--- src/rtl/pwr_mode_pkg.sv ---
// Package: shared mode encoding for the power mode controller.
// Assumes codes fit in MODE_W bits; running modes are codes below MD_WAIT.
package pwr_mode_pkg;
    localparam int MODE_W = 3;

    typedef enum logic [MODE_W-1:0] {
        MD_EXT  = 3'd0,
        MD_HSO  = 3'd1,
        MD_LSO  = 3'd2,
        MD_WAIT = 3'd3,
        MD_STOP = 3'd4
    } mode_e;

    function automatic logic is_running(input mode_e m);
        return (m == MD_EXT) || (m == MD_HSO) || (m == MD_LSO);
    endfunction
endpackage

--- src/rtl/pwr_mode_decode.sv ---
// Module: maps clock-control bit values to a running-mode target.
// Assumes the three valid combinations are mutually exclusive (hso_sel and
// osc_sel separate them); tgt_vld is low for any other combination.
module pwr_mode_decode
    import pwr_mode_pkg::*;
(
    input  logic  osc_sel,
    input  logic  main_stop,
    input  logic  src_sel,
    input  logic  hso_en,
    input  logic  hso_sel,
    input  logic  lso_dis,
    output mode_e tgt,
    output logic  tgt_vld
);
    logic sel_ext, sel_hso, sel_lso;

    // Purpose: recognise each valid running-mode combination.
    always_comb begin
        sel_ext = !osc_sel && !main_stop && src_sel;
        sel_hso = osc_sel && hso_en && hso_sel;
        sel_lso = osc_sel && !hso_sel && !lso_dis;
    end

    // Purpose: pick the matching target and flag whether any matched.
    always_comb begin
        tgt     = MD_LSO;
        tgt_vld = 1'b1;
        if (sel_ext)      tgt = MD_EXT;
        else if (sel_hso) tgt = MD_HSO;
        else if (sel_lso) tgt = MD_LSO;
        else              tgt_vld = 1'b0;
    end
endmodule

--- src/rtl/pwr_mode_fsm.sv ---
// Module: mode state machine with the saved running mode for sleep exit.
// Assumes wait_stb is a one-cycle pulse and that stop_req is held by the
// register until stop_clr clears it.
module pwr_mode_fsm
    import pwr_mode_pkg::*;
(
    input  logic  clk,
    input  logic  rst_n,
    input  mode_e tgt,
    input  logic  tgt_vld,
    input  logic  stop_req,
    input  logic  wait_stb,
    input  logic  irq,
    output mode_e state,
    output mode_e saved,
    output logic  stop_clr
);
    mode_e nxt;
    logic  save_now;

    // Purpose: next-state choice; stop wins over wait, sleep exits only on irq.
    always_comb begin
        nxt      = state;
        save_now = 1'b0;
        if (is_running(state)) begin
            if (stop_req && !stop_clr) begin
                nxt      = MD_STOP;
                save_now = 1'b1;
            end else if (wait_stb) begin
                nxt      = MD_WAIT;
                save_now = 1'b1;
            end else if (tgt_vld) begin
                nxt = tgt;
            end
        end else if (irq) begin
            nxt = saved;
        end
    end

    // Purpose: register the mode, the saved running mode and the clear pulse.
    always_ff @(posedge clk) begin
        if (!rst_n) begin
            state    <= MD_LSO;
            saved    <= MD_LSO;
            stop_clr <= 1'b0;
        end else begin
            state    <= nxt;
            if (save_now) saved <= state;
            stop_clr <= (state == MD_STOP) && irq;
        end
    end
endmodule

--- src/rtl/pwr_clk_gate.sv ---
// Module: derives oscillator enables and the CPU clock gate from the mode.
// Assumes saved holds the running mode whenever state is a sleep mode.
module pwr_clk_gate
    import pwr_mode_pkg::*;
(
    input  mode_e state,
    input  mode_e saved,
    input  logic  main_stop,
    input  logic  hso_en,
    input  logic  lso_dis,
    output logic  ext_osc_en,
    output logic  hso_osc_en,
    output logic  lso_osc_en,
    output logic  cpu_clk_en
);
    mode_e src;
    logic  halt;

    // Purpose: find the mode whose source must stay alive.
    always_comb begin
        src  = is_running(state) ? state : saved;
        halt = (state == MD_STOP);
    end

    // Purpose: enables follow the register bits, the active source is forced on.
    always_comb begin
        ext_osc_en = !halt && (!main_stop || src == MD_EXT);
        hso_osc_en = !halt && (hso_en || src == MD_HSO);
        lso_osc_en = !halt && (!lso_dis || src == MD_LSO);
        cpu_clk_en = is_running(state);
    end
endmodule

--- src/rtl/pwr_mode_ctrl.sv ---
// Module: top of the power mode controller; ties decode, FSM and gating.
// Assumes all inputs are synchronous to clk.
module pwr_mode_ctrl
    import pwr_mode_pkg::*;
(
    input  logic              clk,
    input  logic              rst_n,
    input  logic              osc_sel,
    input  logic              main_stop,
    input  logic              src_sel,
    input  logic              hso_en,
    input  logic              hso_sel,
    input  logic              lso_dis,
    input  logic              stop_req,
    input  logic              wait_stb,
    input  logic              irq,
    output logic [MODE_W-1:0] mode,
    output logic              ext_osc_en,
    output logic              hso_osc_en,
    output logic              lso_osc_en,
    output logic              cpu_clk_en,
    output logic              stop_clr
);
    mode_e tgt, state, saved;
    logic  tgt_vld;

    pwr_mode_decode u_dec (
        .osc_sel(osc_sel), .main_stop(main_stop), .src_sel(src_sel),
        .hso_en(hso_en), .hso_sel(hso_sel), .lso_dis(lso_dis),
        .tgt(tgt), .tgt_vld(tgt_vld)
    );

    pwr_mode_fsm u_fsm (
        .clk(clk), .rst_n(rst_n), .tgt(tgt), .tgt_vld(tgt_vld),
        .stop_req(stop_req), .wait_stb(wait_stb), .irq(irq),
        .state(state), .saved(saved), .stop_clr(stop_clr)
    );

    pwr_clk_gate u_gate (
        .state(state), .saved(saved), .main_stop(main_stop),
        .hso_en(hso_en), .lso_dis(lso_dis),
        .ext_osc_en(ext_osc_en), .hso_osc_en(hso_osc_en),
        .lso_osc_en(lso_osc_en), .cpu_clk_en(cpu_clk_en)
    );

    // Purpose: expose the mode code.
    always_comb mode = state;
endmodule

--- config.mk ---
export PLATFORM = sky130hd
export DESIGN_NAME = pwr_mode_ctrl
export DESIGN_NICKNAME = d
export VERILOG_FILES = /design/src/rtl/pwr_mode_pkg.sv /design/src/rtl/pwr_mode_decode.sv /design/src/rtl/pwr_mode_fsm.sv /design/src/rtl/pwr_clk_gate.sv /design/src/rtl/pwr_mode_ctrl.sv
export SDC_FILE = /design/constraint.sdc
export NUM_CORES = 1
export LEC_CHECK = 0
export ABC_AREA = 0
export BUFFER_PORTS_ARGS = -buffer_cell sky130_fd_sc_hd__buf_2
export CORE_AREA = 2 2 39 41
export CTS_CLUSTER_SIZE = 20
export DETAILED_ROUTE_END_ITERATION = 8
export DIE_AREA = 0 0 41 43
export PLACE_DENSITY = 0.65
export SLEW_MARGIN = 5
export SYNTH_ARGS = -nofsm -noshare
export SYNTH_HDL_FRONTEND = slang
export SYNTH_HIERARCHICAL = 1
export SYNTH_SLANG_ARGS = --single-unit
--- constraint.sdc ---
create_clock -name clk -period 1.4 [get_ports clk]
set_clock_uncertainty 0.05 [all_clocks]
set_input_delay 0.28 -clock clk [delete_from_list [all_inputs] [get_ports clk]]
set_output_delay 0.28 -clock clk [all_outputs]
set_load 0.02 [all_outputs]
## After elaboration in Yosys (flattened, before gate mapping)

Cells that the tools add are included.
W data, S select, Z words.

- Register bits: 7
- Input bits: 11
- Output and inout bits: 8
- Logic and storage cells: 49

- Equal/unequal tests: 6
- Mux-type cells: 14
- Reductions and logical operators: 26

Operators by type and width:

| operator | number |
|---|---|
| $mux W3 | 7 |
| $logic_and A1 B1 Y1 | 11 |
| $eq A3 B1 Y1 const B | 2 |
| $eq A3 B2 Y1 const B | 2 |
| $logic_not A1 Y1 | 6 |
| $logic_not A3 Y1 | 2 |
| $mux W1 | 6 |
| $logic_or A1 B1 Y1 | 5 |
| $ne A4 B2 Y1 const B | 1 |
| $eq A3 B3 Y1 const B | 1 |
| $mux W2 | 1 |
| $reduce_and A2 Y1 | 1 |
| $reduce_bool A2 Y1 | 1 |

## Logic depth before layout (Yosys ltp)

- Word-level depth: 10
- Gate-level depth with buffers: 6
- Gate-level depth less buffers: 6

## Cells and area by module

The synthesis kept the hierarchy.

Modules (own cells, without submodules):

| module | times used | cells each | area each (um^2) | seq. area each (um^2) |
|---|---|---|---|---|
| pwr_mode_fsm | 1 | 36 | 349.1 | 140.1 |
| pwr_clk_gate | 1 | 18 | 116.4 | 0.0 |
| pwr_mode_decode | 1 | 8 | 51.3 | 0.0 |

## Least setup slack after synthesis

OpenSTA, ideal clock, no wires.

- Path kind: reg-to-output
- From: reg u_fsm.state[2]
- To: out lso_osc_en
- Arrival: 1.161 ns
- Data required time: 1.070 ns
- Slack: -0.091 ns
- Stages on the path, launching flop included: 5
- Buffers on the path: 1
- Path through: dfxtp_1 clkbuf_1 nor2_1 nand2_1 and3_1

- Longest elaborated chain between the ends: 7
- Elaborated cells on any way between the ends: 11
- Classes of those cells: eq/ne: 4; mux: 1; reduce/logical: 6

RTL lines:

| what | RTL line | RTL |
|---|---|---|
| start: declaration | pwr_mode_fsm.sv:14 | `output mode_e state,` |
| start signal: assignment | pwr_mode_fsm.sv:47 | `state <= nxt;` |
| $eq A3 B1 Y1 or $logic_not A3 Y1 (tied branches) | pwr_mode_pkg.sv:15 | `return (m == MD_EXT) \|\| (m == MD_HSO) \|\| (m == MD_LSO);` |
| $logic_or A1 B1 Y1 (2 in a row) | pwr_mode_pkg.sv:15 |  |
| $mux W3 | pwr_clk_gate.sv:21 | `src = is_running(state) ? state : saved;` |
| $eq A3 B2 Y1 | pwr_clk_gate.sv:29 | `lso_osc_en = !halt && (!lso_dis \|\| src == MD_LSO);` |
| $logic_or A1 B1 Y1 | pwr_clk_gate.sv:29 |  |
| $logic_and A1 B1 Y1 (*) | pwr_clk_gate.sv:29 |  |
| end: declaration | pwr_mode_ctrl.sv:20 | `output logic lso_osc_en,` |

Every way passes the cells marked *; elsewhere a longest branch is shown, timed or not.

## Worst setup path in the final report

- From: reg u_fsm.saved[1]
- To: out lso_osc_en

- Longest elaborated chain between the ends: 4

RTL lines:

| what | RTL line | RTL |
|---|---|---|
| start: declaration | pwr_mode_fsm.sv:15 | `output mode_e saved,` |
| start signal: assignment | pwr_mode_fsm.sv:48 | `if (save_now) saved <= state;` |
| $mux W3 | pwr_clk_gate.sv:21 |  |
| $eq A3 B2 Y1 | pwr_clk_gate.sv:29 |  |
| $logic_or A1 B1 Y1 | pwr_clk_gate.sv:29 |  |
| $logic_and A1 B1 Y1 | pwr_clk_gate.sv:29 |  |

No other way between the ends.

==> results.md <==
* Core ar. at 0.00138 mm2
* Synth Instances at slightly above 60
* Clock share of power at 15.9%
* Gate power share at between 50% and 60%
* Rows at 14
* Die Y at 43 um
* Worst-path clk slew at 50 ps
* Startpoint types: flop
* Worst path arrival time at roughly 1300 ps
* Die Area at roughly 0.0018 mm2
* Latest clock arrival within the worst-skew pair at 250 ps
* Crit-path cells: or3b_1 > o211ai_2 > and3_4 > buf_6
* WP buf/inv at 1
* Residual DRC count at 0
* Hold Crit Class: in2reg
* Vias/cell at 5.19
* Max Freq at approximately 600 MHz
* Final net count at around 110
* Tot GR Track Use at 17.5%
* Initial Utilization at 37.3%
* Area post-placement at 702 um2
* Ys async rst share at 0%
* Synth top area cells: dfxtp_1 27%, nor2_1 5.8%, and3_1 4.8%
* P_leak at 0.000354 uW
* WP data required at 1070 ps
* Tmin final at between 1500 and 2000 ps
* Final Setup Violations at 3
* First-pass GRT wire length at 2.01 mm
* YS warnings at 6
* RSZ-0062 raised after global routing: true
* Endpoint class of the critical path: output port
* Outcome: complete, but fails checks
* Largest net degree at the start of global routing at 14
* P_sw at 463 uW
* Area grow syn2layout at 45.5%
* Initial antenna violation count at 0
* PortBufs at 18
* Gp weighted congestion at ~0.85
* Worst hold slack at 212 ps
* Top Ports at 19
* CTS tree: done
* Placed wire-length estimate at roughly 940 um
* CTS Hold Bufs at 0
* Drt initial violations at 10
* Register area share after synthesis at around 27%
* Slowest cell on crit path: or3b_1
* Ys flop type: dfxtp_1
* Pins Over Slew Limit at 0
* Internal at 676 uW
* CTS Buf Count at 3
* Chip Width at between 40 and 50 um
* Global route overflow at 0
* Post-synth EDFFs at 0
* Final WS setup at -271 ps
* P per Cell Area at 1520 mW/mm2
* Synth top area share at between 20% and 30%
* WL per Instance at 11.5 um
* Clock Tree Buf Depth at 2
* Sw Ratio at 40.7%
* Vias in the first global route at 507
* Max Cap Viol at 0
* Sum Neg Setup Slack at -651 ps
* Final period util at 119%
* Total wire length at around 1.3 mm
* Top cells by count, synth: 8 x nor2_1, 7 x dfxtp_1, 4 x and3_1, 4 x nand2_1
* Flop pwr share at 30.7%
* DR vias at 566
* Post-route cell area at about 750 um2
* Crit path max-delay family: simple AND/OR/NAND/NOR gates
* Drt pass-1 iters at 4
* Hold Vio Cnt, Final at 0
* Synth Net Count at 73
* Synthesis-stage register bit count at 7
* DRT antenna net count at 0
* Critical path class: reg2out
* Netlist cell types at 36
* ANT cells at 0
* Largest area contributor in the netlist: dfxtp_1
* Share of layout cells above drive strength 1 at between 40% and 50%
* Clk sinks at 7
* Worst vdd ir at 1090 uV
* Worst Path Max Fanout at 5
* Mean area per synthesized cell at 8.33 um2
* Most frequent cell after synthesis: nor2_1
* Max incr delay on CP at 370 ps
* Failing checks: setup timing
* Root Driver: clkbuf_4
* Mapped Area at approximately 520 um2
* H-tree level count at 1
==> cell type report <==
class	count	area, um2
clock buffer	4	26.3
fill	135	632
inverter	1	3.75
multi-input combinational	52	367
sequential	7	151
tap	16	20.0
timing repair buffer	29	184
==> layout by cell type, fill, tap and decap left out, types with 2 or more instances in the layout <==
cell	Yosys	routed
buf_4	1	13
and2b_1	3	3
mux2i_1	2	2
buf_2	0	15
clkbuf_4	0	3
nor3_1	2	2
dfxtp_4	0	2
and3_1	4	3
nand2b_1	2	2
dfxtp_2	0	3
nand2_1	4	4
dfxtp_1	7	2
a21oi_1	3	3
nor2_1	8	8
==> worst reg2reg max path, cell delays in order (launching register included) <==
cell and delay (ps):
dfxtp_4 380, a21o_4 250, nor4_4 310, nor4_1 90, o21a_1 180
==> flip-flops by register name, indices dropped and copies added (netlist names) <==
name,count
u_fsm/state,3
u_fsm/saved,3
u_fsm/stop_clr,1
==> metrics by stage <==
| stage | std cells | total power [uW] | util, % | worst slack [ps] |
|---|---|---|---|---|
| after floorplan | 62 | 708 | - | -24.9 |
| after global placement | 105 | 908 | 50.7 | -174 |
| after detailed placement | 105 | 915 | 50.7 | -182 |
| after CTS | 109 | 1120 | 53.3 | -269 |
| after global routing | 109 | 1230 | 54.3 | -315 |
| final | 109 | 1140 | 54.3 | -271 |
==> kinds of logic after synthesis <==
group,after synthesis,synth area share [%]
flip-flops,7,27.1
multiplexers,2,3.87
other,1,0.726
AO/OA/AOI/OAI,16,25.9
XOR/XNOR,1,1.70
AND/OR/NAND/NOR,32,37.8
buffers and inverters,3,2.90
==> power groups by stage <==
stage	logic, uW	registers [uW]	clock network (uW)
2_1_floorplan	363	345	0
3_3_place_gp	564	343	0
3_5_place_dp	569	346	0
4_1_cts	592	343	187
5_1_grt	670	360	199
6_report	608	350	181
==> what timing repair did <==
item                       4_1_cts  5_1_grt
setup endpoints to repair        3        5
gates resized for setup          5        4
pin swaps                        1        1
buffers inserted                 0        0
==> path summary, 6_finish.rpt <==
check | cells past startpoint | startpoint | endpoint | slack (ps)
max | 4 | u_fsm/saved[1] | lso_osc_en | -270
min reg2reg | 1 | u_fsm/state[0] | u_fsm/stop_clr | 480
max reg2reg | 4 | u_fsm/state[1] | u_fsm/state[2] | 40
min | 2 | rst_n | u_fsm/saved[1] | 210
==> per-layer routing <==
| layer | track usage, % | part of all wire [%] | up-vias |
|---|---|---|---|
| met5 | 0 | 0 | - |
| met4 | 16.0 | 3.7 | 0 |
| met3 | 3.14 | 7.6 | 4 |
| met2 | 25.9 | 42 | 22 |
| met1 | 19.6 | 46 | 247 |
| li1 | - | - | 293 |
Power figures use the tool's default switching activity.
